File: src/rtl/spu_pkg.sv
package spu_pkg;
    typedef enum logic {
        OP_ADD = 1'b0,
        OP_MIN = 1'b1
    } spu_op_e;

    localparam logic [1:0] REG_OPND  = 2'd0;
    localparam logic [1:0] REG_INDEX = 2'd1;
    localparam logic [1:0] REG_MODE  = 2'd2;
    localparam logic [1:0] REG_LIMIT = 2'd3;
endpackage

File: src/rtl/spu_cfg_regs.sv
module spu_cfg_regs
    import spu_pkg::*;
#(
    parameter int DW    = 32,
    parameter int DEPTH = 64,
    localparam int AW   = $clog2(DEPTH)
) (
    input  logic          clk,
    input  logic          rst_n,
    input  logic          wr_valid,
    input  logic [1:0]    wr_addr,
    input  logic [DW-1:0] wr_data,
    input  logic          fifo_full,
    output logic          wr_ready,
    output logic          push,
    output spu_op_e       push_op,
    output logic [AW-1:0] push_idx,
    output logic [DW-1:0] push_opnd,
    output logic          err
);
    localparam logic [DW-1:0] LIMIT_MAX = DW'(DEPTH);

    typedef struct packed {
        logic [DW-1:0] opnd;
        spu_op_e       mode;
        logic [DW-1:0] limit;
        logic          err;
    } cfg_t;

    cfg_t cfg_d, cfg_q;
    logic fire;

    always_comb begin
        cfg_d    = cfg_q;
        cfg_d.err = 1'b0;
        fire     = wr_valid && !fifo_full;
        push     = 1'b0;
        if (fire) begin
            unique case (wr_addr)
                REG_OPND:  cfg_d.opnd = wr_data;
                REG_MODE:  cfg_d.mode = spu_op_e'(wr_data[0]);
                REG_LIMIT: cfg_d.limit = (wr_data > LIMIT_MAX) ? LIMIT_MAX : wr_data;
                default: begin
                    if (wr_data < cfg_q.limit) push = 1'b1;
                    else                       cfg_d.err = 1'b1;
                end
            endcase
        end
    end

    always_ff @(posedge clk) begin
        if (!rst_n) begin
            cfg_q.opnd  <= '0;
            cfg_q.mode  <= OP_ADD;
            cfg_q.limit <= LIMIT_MAX;
            cfg_q.err   <= 1'b0;
        end else begin
            cfg_q <= cfg_d;
        end
    end

    assign wr_ready  = !fifo_full;
    assign push_op   = cfg_q.mode;
    assign push_idx  = wr_data[AW-1:0];
    assign push_opnd = cfg_q.opnd;
    assign err       = cfg_q.err;

    assert_err_after_index_R7: assert property (@(posedge clk) disable iff (!rst_n)
        cfg_q.err |-> $past(wr_valid && wr_ready && wr_addr == REG_INDEX));

    assert_limit_clamped_R10: assert property (@(posedge clk) disable iff (!rst_n)
        cfg_q.limit <= LIMIT_MAX);
endmodule

File: src/rtl/spu_upd_fifo.sv
module spu_upd_fifo #(
    parameter int W     = 39,
    parameter int DEPTH = 8,
    localparam int PW   = $clog2(DEPTH),
    localparam int CW   = $clog2(DEPTH + 1)
) (
    input  logic         clk,
    input  logic         rst_n,
    input  logic         push,
    input  logic [W-1:0] din,
    input  logic         pop,
    output logic [W-1:0] dout,
    output logic         full,
    output logic         empty
);
    typedef struct packed {
        logic [PW-1:0] wp;
        logic [PW-1:0] rp;
        logic [CW-1:0] cnt;
    } ptr_t;

    ptr_t ptr_d, ptr_q;
    logic [W-1:0] mem [DEPTH];

    function automatic logic [PW-1:0] bump(input logic [PW-1:0] p);
        return (p == PW'(DEPTH - 1)) ? '0 : p + 1'b1;
    endfunction

    always_comb begin
        ptr_d = ptr_q;
        if (push) ptr_d.wp = bump(ptr_q.wp);
        if (pop)  ptr_d.rp = bump(ptr_q.rp);
        case ({push, pop})
            2'b10:   ptr_d.cnt = ptr_q.cnt + 1'b1;
            2'b01:   ptr_d.cnt = ptr_q.cnt - 1'b1;
            default: ptr_d.cnt = ptr_q.cnt;
        endcase
    end

    always_ff @(posedge clk) begin
        if (!rst_n) ptr_q <= '0;
        else        ptr_q <= ptr_d;
    end

    always_ff @(posedge clk) begin
        if (push) mem[ptr_q.wp] <= din;
    end

    assign dout  = mem[ptr_q.rp];
    assign full  = (ptr_q.cnt == CW'(DEPTH));
    assign empty = (ptr_q.cnt == '0);

    assert_count_bound_R6: assert property (@(posedge clk) disable iff (!rst_n)
        ptr_q.cnt <= CW'(DEPTH));

    assert_full_holds_R6: assert property (@(posedge clk) disable iff (!rst_n)
        (full && !pop) |=> full);

    assert_no_pop_empty_R8: assert property (@(posedge clk) disable iff (!rst_n)
        pop |-> !empty);
endmodule

File: src/rtl/spu_sram.sv
module spu_sram #(
    parameter int DW    = 32,
    parameter int DEPTH = 64,
    localparam int AW   = $clog2(DEPTH)
) (
    input  logic          clk,
    input  logic          rst_n,
    input  logic          re,
    input  logic [AW-1:0] raddr,
    output logic [DW-1:0] rdata,
    input  logic          we,
    input  logic [AW-1:0] waddr,
    input  logic [DW-1:0] wdata
);
    logic [DW-1:0] mem [DEPTH];
    logic [DW-1:0] rdata_q;

    always_ff @(posedge clk) begin
        if (!rst_n) begin
            for (int i = 0; i < DEPTH; i++) mem[i] <= '0;
            rdata_q <= '0;
        end else begin
            if (re) rdata_q <= mem[raddr];
            if (we) mem[waddr] <= wdata;
        end
    end

    assign rdata = rdata_q;
endmodule

File: src/rtl/spu_rmw_pipe.sv
module spu_rmw_pipe
    import spu_pkg::*;
#(
    parameter int DW    = 32,
    parameter int DEPTH = 64,
    localparam int AW   = $clog2(DEPTH)
) (
    input  logic          clk,
    input  logic          rst_n,
    input  logic          fifo_empty,
    input  spu_op_e       ent_op,
    input  logic [AW-1:0] ent_idx,
    input  logic [DW-1:0] ent_opnd,
    input  logic          ext_rd,
    input  logic [DW-1:0] sram_rdata,
    output logic          pop,
    output logic          we,
    output logic [AW-1:0] waddr,
    output logic [DW-1:0] wdata
);
    typedef struct packed {
        logic          vld;
        spu_op_e       op;
        logic [AW-1:0] idx;
        logic [DW-1:0] opnd;
        logic          fwd;
        logic [DW-1:0] fwd_val;
    } stage_t;

    stage_t st_d, st_q;
    logic [DW-1:0] base;
    logic [DW-1:0] result;

    always_comb begin
        base   = st_q.fwd ? st_q.fwd_val : sram_rdata;
        result = (st_q.op == OP_ADD) ? base + st_q.opnd
               : ((st_q.opnd < base) ? st_q.opnd : base);
        pop    = !fifo_empty && !ext_rd;

        st_d         = st_q;
        st_d.vld     = pop;
        st_d.op      = ent_op;
        st_d.idx     = ent_idx;
        st_d.opnd    = ent_opnd;
        st_d.fwd     = pop && st_q.vld && (st_q.idx == ent_idx);
        st_d.fwd_val = result;
    end

    always_ff @(posedge clk) begin
        if (!rst_n) begin
            st_q    <= '0;
            st_q.op <= OP_ADD;
        end else begin
            st_q <= st_d;
        end
    end

    assign we    = st_q.vld;
    assign waddr = st_q.idx;
    assign wdata = result;

    assert_min_not_above_R4: assert property (@(posedge clk) disable iff (!rst_n)
        (we && st_q.op == OP_MIN) |-> (wdata <= st_q.opnd && wdata <= base));

    assert_fwd_same_vertex_R8: assert property (@(posedge clk) disable iff (!rst_n)
        (st_q.vld && st_q.fwd) |-> ($past(we) && $past(waddr) == st_q.idx));
endmodule

File: src/rtl/spu_atomic_engine.sv
module spu_atomic_engine
    import spu_pkg::*;
#(
    parameter int DW     = 32,
    parameter int DEPTH  = 64,
    parameter int QDEPTH = 8,
    localparam int AW    = $clog2(DEPTH),
    localparam int EW    = 1 + AW + DW
) (
    input  logic          clk,
    input  logic          rst_n,
    input  logic          wr_valid,
    output logic          wr_ready,
    input  logic [1:0]    wr_addr,
    input  logic [DW-1:0] wr_data,
    input  logic          rd_en,
    input  logic [AW-1:0] rd_addr,
    output logic [DW-1:0] rd_data,
    output logic          err_o
);
    logic          push, pop, full, empty;
    spu_op_e       push_op;
    logic [AW-1:0] push_idx;
    logic [DW-1:0] push_opnd;
    logic [EW-1:0] q_in, q_out;
    spu_op_e       ent_op;
    logic [AW-1:0] ent_idx;
    logic [DW-1:0] ent_opnd;
    logic          we;
    logic [AW-1:0] waddr;
    logic [DW-1:0] wdata, sram_rdata;

    spu_cfg_regs #(.DW(DW), .DEPTH(DEPTH)) u_cfg (
        .clk(clk), .rst_n(rst_n), .wr_valid(wr_valid), .wr_addr(wr_addr),
        .wr_data(wr_data), .fifo_full(full), .wr_ready(wr_ready), .push(push),
        .push_op(push_op), .push_idx(push_idx), .push_opnd(push_opnd), .err(err_o)
    );

    assign q_in     = {push_op, push_idx, push_opnd};
    assign ent_op   = spu_op_e'(q_out[EW-1]);
    assign ent_idx  = q_out[DW +: AW];
    assign ent_opnd = q_out[DW-1:0];

    spu_upd_fifo #(.W(EW), .DEPTH(QDEPTH)) u_fifo (
        .clk(clk), .rst_n(rst_n), .push(push), .din(q_in), .pop(pop),
        .dout(q_out), .full(full), .empty(empty)
    );

    spu_rmw_pipe #(.DW(DW), .DEPTH(DEPTH)) u_pipe (
        .clk(clk), .rst_n(rst_n), .fifo_empty(empty), .ent_op(ent_op),
        .ent_idx(ent_idx), .ent_opnd(ent_opnd), .ext_rd(rd_en),
        .sram_rdata(sram_rdata), .pop(pop), .we(we), .waddr(waddr), .wdata(wdata)
    );

    spu_sram #(.DW(DW), .DEPTH(DEPTH)) u_sram (
        .clk(clk), .rst_n(rst_n), .re(rd_en || pop),
        .raddr(rd_en ? rd_addr : ent_idx), .rdata(sram_rdata),
        .we(we), .waddr(waddr), .wdata(wdata)
    );

    assign rd_data = sram_rdata;

    assert_read_priority_R9: assert property (@(posedge clk) disable iff (!rst_n)
        rd_en |=> !we);

    assert_err_no_enqueue_R7: assert property (@(posedge clk) disable iff (!rst_n)
        err_o |-> !$past(push));
endmodule

File: config.mk
export PLATFORM = sky130hd
export DESIGN_NAME = spu_atomic_engine
export DESIGN_NICKNAME = d
export VERILOG_FILES = /design/src/rtl/spu_pkg.sv /design/src/rtl/spu_cfg_regs.sv /design/src/rtl/spu_upd_fifo.sv /design/src/rtl/spu_sram.sv /design/src/rtl/spu_rmw_pipe.sv /design/src/rtl/spu_atomic_engine.sv
export SDC_FILE = /design/constraint.sdc
export NUM_CORES = 2
export LEC_CHECK = 0
export ABC_AREA = 0
export CELL_PAD_IN_SITES_DETAIL_PLACEMENT = 1
export CELL_PAD_IN_SITES_GLOBAL_PLACEMENT = 1
export CORE_MARGIN = 2
export CORE_UTILIZATION = 30
export DETAILED_ROUTE_END_ITERATION = 8
export DONT_BUFFER_PORTS = 1
export PLACE_DENSITY_LB_ADDON = 0.1
export SLEW_MARGIN = 20
export SYNTH_ARGS = -nofsm -noshare
export SYNTH_HDL_FRONTEND = slang
export SYNTH_HIERARCHICAL = 1
export SYNTH_SLANG_ARGS = --single-unit
export TNS_END_PERCENT = 50
File: constraint.sdc
create_clock -name clk -period 14.43 [get_ports clk]
set_input_delay 2.886 -clock clk [delete_from_list [all_inputs] [get_ports clk]]
set_output_delay 2.886 -clock clk [all_outputs]
set_load 0.005 [all_outputs]
; ---- Word level (Yosys, flattened, before mapping)
; Memories as Yosys holds them, arrays and structs flattened. A register that Yosys moved wholly into a read port is not among the register bits.
; Cells that the tools add are included.
[totals]
register_bits = 149
mem_bits_rw = 2360
n_memories = 2
output_inout_bits = 34
elab_cells = 74
in_bits = 44
[mem_list]
columns = name, depth, width, rd, rd_ports_with_merged_regs, wr, line_no
row1 = u_sram.mem, 64, 32, 1, 1, 64, spu_sram.sv:15  ; logic [DW-1:0] mem [DEPTH];
row2 = u_fifo.mem, 8, 39, 1, 1, 1, spu_upd_fifo.sv:23  ; logic [W-1:0] mem [DEPTH];
[op_classes]
mux = 23
n_bitwise = 2
add_sub_neg = 5
n_reduce_logical = 18
eq_ne = 8
magnitude_cmp = 3
[op_table]
columns = operator, n
row1 = $mux 32, 5
row2 = $lt 32x32->1, 2
row3 = $add 32x32->32, 1
row4 = $gt 32x7->1 const B, 1
row5 = $reduce_or 32->1, 1
row6 = $mux 3, 4
row7 = $mux 6, 2
row8 = $mux 1, 11
row9 = $pmux 4 s2, 1
row10 = $add 3x1->3 const B, 2
row11 = $eq 2x2->1 const B, 3
row12 = $eq 3x3->1 const B, 2
row13 = $eq 6x6->1, 1
row14 = $reduce_and 2->1, 3
row15 = $reduce_or 5->1, 1
row16 = $add 4x1->4 const B, 1
row17 = $eq 4x4->1 const B, 1
row18 = $logic_and 1x1->1, 4
row19 = $logic_not 1->1, 4
row20 = $logic_not 4->1, 1
row21 = $sub 4x1->4 const B, 1
row22 = $reduce_or 3->1, 1
row23 = $eq 2x1->1 const B, 1
row24 = $logic_not 2->1, 1
row25 = other kinds (3), 4

; ---- Longest topological paths before layout
[logic_depth]
word_depth = 6
depth_mapped = 19
depth_no_buf = 15

; ---- By module
; Netlist, hierarchy kept.
[by_module_without_submodules]
columns = module, instances, cells_each, area_each_um2
row1 = spu_sram, 1, 6162, 94399.3
row2 = spu_upd_fifo, 1, 525, 12470.7
row3 = spu_rmw_pipe, 1, 729, 6107.1
row4 = spu_cfg_regs, 1, 390, 3420.8
row5 = spu_atomic_engine, 1, 8, 107.6

; ---- Worst setup path after synthesis
; Ideal clock, no wire load.
[synth_timing]
path_type = input port to flip-flop
start = in wr_data[25]
end = mem u_fifo.mem[0][0], enable pin
stages = 8
path_slack_ns = 6.932
t_required_ns = 13.946
arrival_ns = 7.015
cell_sequence = ha_1 > a21o_1 > a221o_1 > a21oi_1 > o221a_2 > and3_1 > nand2b_1 > nor3_1
[synth_via]
elab_chain_cells = 6
[synth_lines]
columns = item, line_no
row1 = "start, declared", spu_atomic_engine.sv:15  ; input logic [DW-1:0] wr_data,
row2 = $lt 32x32->1, spu_cfg_regs.sv:44  ; if (wr_data < cfg_q.limit) push = 1'b1;
row3 = $mux 1, spu_cfg_regs.sv:44
row4 = $mux 1, spu_cfg_regs.sv:39  ; unique case (wr_addr)
row5 = $mux 1, spu_cfg_regs.sv:38  ; if (fire) begin
row6 = net push, spu_atomic_engine.sv:21  ; logic push, pop, full, empty;
row7 = $mux 1, spu_upd_fifo.sv:46  ; if (push) mem[ptr_q.wp] <= din;
row8 = $mux 1 (not written as such), spu_upd_fifo.sv:46
row9 = "end, declared", spu_upd_fifo.sv:23
; The timed path passes the listed nets, and every way through them passes these cells.

; ---- Worst setup path in the final report
[layout_timing]
start = in rd_en
end = reg u_sram.rdata_q[31], in the netlist u_sram/rdata[31], read port of u_sram.mem
[layout_via]
elab_chain_cells = 3
elab_cells_between_ends = 4
classes_between = 1 x mux / 3 x reduce/logical
[layout_lines]
columns = item, line_no
row1 = "start, declared", spu_atomic_engine.sv:16  ; input logic rd_en,
row2 = $logic_not 1->1, spu_rmw_pipe.sv:38  ; pop = !fifo_empty && !ext_rd;
row3 = $logic_and 1x1->1, spu_rmw_pipe.sv:38
row4 = $logic_or 1x1->1, spu_atomic_engine.sv:56  ; .clk(clk), .rst_n(rst_n), .re(rd_en || pop),
row5 = "end, declared", spu_sram.sv:16  ; logic [DW-1:0] rdata_q;
; Several ways; a longest one is shown, not always the timed one.
; A chain may end at the register's enable or synchronous reset.

==> flow_summary.json <==
{
  "tns_ns": 0,
  "post_cts_buffers": 0,
  "gr-total-overflow": 0,
  "p_int_mw": 13.8,
  "swShare_pct": 31.8,
  "avgViaCountPerCell": 5.18,
  "multi_input_area_mm2": 0.0393,
  "worstHoldPathType": "flop to flop",
  "antenna_found_initial": 75,
  "holdBufCountCts": 0,
  "cts_tree": "built",
  "synth_top_cell_area_share_pct": 60.8,
  "dpl.hpwl_um": 262000,
  "dr.pass1.iters": 6,
  "cts_resized": 0,
  "synth_edf_count": 2360,
  "p_leak_nw": 47.0,
  "initial_utilization_pct": 30.2,
  "rsz0062_at_grt": "no",
  "avgRoutedWirePerCell_um": 33.9,
  "ctsHtreeMaxLevel": 5,
  "met1Wirelength_um": 197000,
  "nets": 7771,
  "drc_errors": 0,
  "fin_cells": 13066,
  "grt_max_degree": 192,
  "gp_congestion": 0.810,
  "top_layer": "met5",
  "fin_crit_ns": 6.92,
  "p_sw_mw": 6.46,
  "powerDensity_mw_per_mm2": 153,
  "clk_pin_slew_worst_paths_ns": 0.06,
  "worstSkewPairLatency_ns": 0.95,
  "end_kind": "flop",
  "syn_area_mm2": 0.117,
  "setup_violations": 0,
  "grt_pass1_vias": 70681,
  "seq_area_mm2": 0.0746,
  "drive_above_1_share_pct": 20.2,
  "cts_buffer_depth": 4,
  "yosys_warnings": 6,
  "grt_use_total_pct": 22.3,
  "finalClockSkew_ns": 0.0636,
  "hold_ws_ns": 0.468,
  "wl_met2_um": 207000,
  "ys.flop_type": "edfxtp_1",
  "root_buffer": "clkbuf_16",
  "slew_headroom_pct": 11.8,
  "cts_sinks": 2544,
  "comb_power_share_pct": 20.5,
  "fmax_ghz": 0.145,
  "netlist_instances": 7814,
  "std_cell_rows": 228,
  "dp.cells": 12480,
  "synth_top_area_cell": "edfxtp_1",
  "synth_cell_types": 97,
  "ys_seq_elements": 2544,
  "grt_pass1_wl_um": 607000,
  "p_clk_share_pct": 37.8,
  "cap_violations": 0,
  "cts_buffers": 311,
  "yosys-top-cells-area": "edfxtp_1 (61%), and2_1 (11%), mux4_2 (10%)",
  "final_max_slew_viol_count": 0,
  "core-area_mm2": 0.386,
  "yosysSeqAreaShare_pct": 64.0,
  "finalHoldViolCount": 0,
  "drt-total-wl_um": 443000,
  "crit_type": "input port to flop",
  "wl_met3_um": 27700,
  "async_reset_ff_share_pct": 0,
  "cp_max_fo": 85,
  "ioPinCount": 78,
  "fillCellCount": 39340,
  "portBuffers": 0,
  "critPathRequiredTime_ns": 15.28,
  "first_iter_violations": 6588,
  "postRouteAntennaNets": 0,
  "min_period_over_period_pct": 47.9,
  "hold_start": "u_pipe/we$_SDFF_PN0_",
  "seqPwrFrac_pct": 41.7,
  "vias": 67697,
  "peakVddDrop_mv": 0.0920,
  "worst_slew_pin_slew_ns": 1.31,
  "die_area_mm2": 0.393,
  "status": "complete, no violations",
  "cp-startpoint": "rd_en",
  "arrival_ns": 7.77,
  "die_y_um": 627,
  "die-width_um": 627,
  "area_delta_synth_final_pct": 14.1,
  "syn_nets": 7966,
  "start_kind": "input port",
  "syn-mean-instance-area_um2": 14.9
}
==> metrics by stage <==
stage / util [%] / total power, mW / setup slack, ns / cell area (um2)
after floorplan: - / 10.8 / 6.93 / 117000
after global placement: 31.8 / 12.8 / 6.66 / 123000
after detailed placement: 31.9 / 12.9 / 6.64 / 123000
after CTS: 34.4 / 20.6 / 7.39 / 133000
after global routing: 34.4 / 21.0 / 7.27 / 133000
final: 34.4 / 20.3 / 7.51 / 133000
==> cell type report <==
cell class / instances / area share (%)
well taps: 5175 / 4.87
diodes: 28 / 0.0527
repair buffers: 279 / 1.76
clock buffers: 409 / 6.38
clock inverters: 148 / 0.982
inverters: 98 / 0.280
multi-input cells: 4385 / 29.6
flip-flops and latches: 2544 / 56.1
==> layout by cell type, fill, tap and decap left out, types with 19 or more instances in the layout <==
cell / n
a21boi_1: 31
clkinv_2: 53
nor3_1: 23
xnor2_1: 27
mux2_4: 22
a31oi_1: 19
o22ai_1: 54
nand2_1: 226
clkinv_1: 49
mux2_2: 79
and3_1: 36
nor2_1: 85
a211oi_1: 32
o21a_1: 25
nor2b_1: 24
inv_1: 95
a21oi_4: 29
mux2i_1: 235
nand4_1: 22
dfxtp_1: 178
a21oi_1: 90
buf_4: 263
diode_2: 28
nand3_1: 64
nor2_2: 54
a221oi_1: 38
mux4_2: 539
a22oi_1: 23
ha_1: 107
o21ai_0: 57
clkbuf_16: 319
clkbuf_1: 74
edfxtp_1: 2360
o21ai_4: 64
and2_1: 2113
==> flip-flops by register name (all words and copies together), names as in the netlist, 6 cells and up, named ones only <==
register / cells
u_sram/mem: 2048
u_fifo/mem: 312
u_pipe/st_q: 66
u_cfg/cfg_q: 32
u_cfg/push_opnd: 32
u_sram/rdata: 32
u_fifo/ptr_q: 10
u_pipe/waddr: 6
==> cells in the mapped netlist, types with 15 or more instances <==
cell type and instances:
a211oi_1 33, a21boi_1 31, a21oi_1 119, a221oi_1 39
a22oi_1 23, a31oi_1 19, and2_1 2114, and3_1 36
buf_1 42, buf_2 77, buf_4 110, buf_6 17
clkbuf_1 531, dfxtp_1 184, edfxtp_1 2360, ha_1 107
inv_1 95, mux2_2 79, mux2_4 26, mux2i_1 237
mux4_2 539, nand2_1 233, nand2b_1 15, nand3_1 67
nand4_1 22, nor2_1 157, nor2b_1 26, nor3_1 25
o21a_1 25, o21ai_0 124, o22ai_1 54, xnor2_1 27
==> metal layers <==
| metal | vias to the layer above | track usage, % |
|---|---|---|
| met3 | 479 | 3.39 |
| met5 | - | 0 |
| met4 | 14 | 5.19 |
| li1 | 28289 | - |
| met2 | 2106 | 36.3 |
| met1 | 36809 | 31.2 |
==> power groups by stage <==
stage / Clock [mW] / Combinational [mW] / Sequential [mW]
global placement: 0 / 4.14 / 8.62
floorplan: 0 / 2.22 / 8.54
global route: 8.12 / 4.38 / 8.50
detailed placement: 0 / 4.22 / 8.63
finish: 7.66 / 4.16 / 8.47
CTS: 7.87 / 4.23 / 8.48
==> critical path: stages <==
cell,delay (ns)
mux2_8,0.56
buf_12,0.57
buf_12,0.49
nand2b_1,0.84
o22a_1,0.21
o21ai_0,0.36
a2111oi_1,1.07
buf_4,0.29
a221o_1,0.11
==> worst paths after layout <==
path | end | slack [ns] | cells after the start
hold / removal | u_pipe/st_q[32]$_SDFF_PN0_ | 0.47 | 2
hold reg to reg | u_pipe/st_q[32]$_SDFF_PN0_ | 0.47 | 2
setup reg to reg | u_sram/rdata[17]$_SDFFE_PN0P_ | 7.61 | 12
setup / recovery | u_sram/rdata[31]$_SDFFE_PN0P_ | 7.51 | 9
==> logic make-up after synthesis <==
logic type | count (synthesis) | synth area share [%]
simple gates | 2754 | 13.9
buf+inv | 885 | 3.51
xor+xnor | 32 | 0.241
mux | 881 | 13.6
fa+ha+maj | 108 | 1.17
flops | 2544 | 64.0
compound gates | 610 | 3.59
Note: power is estimated with default switching activity, not from simulation.
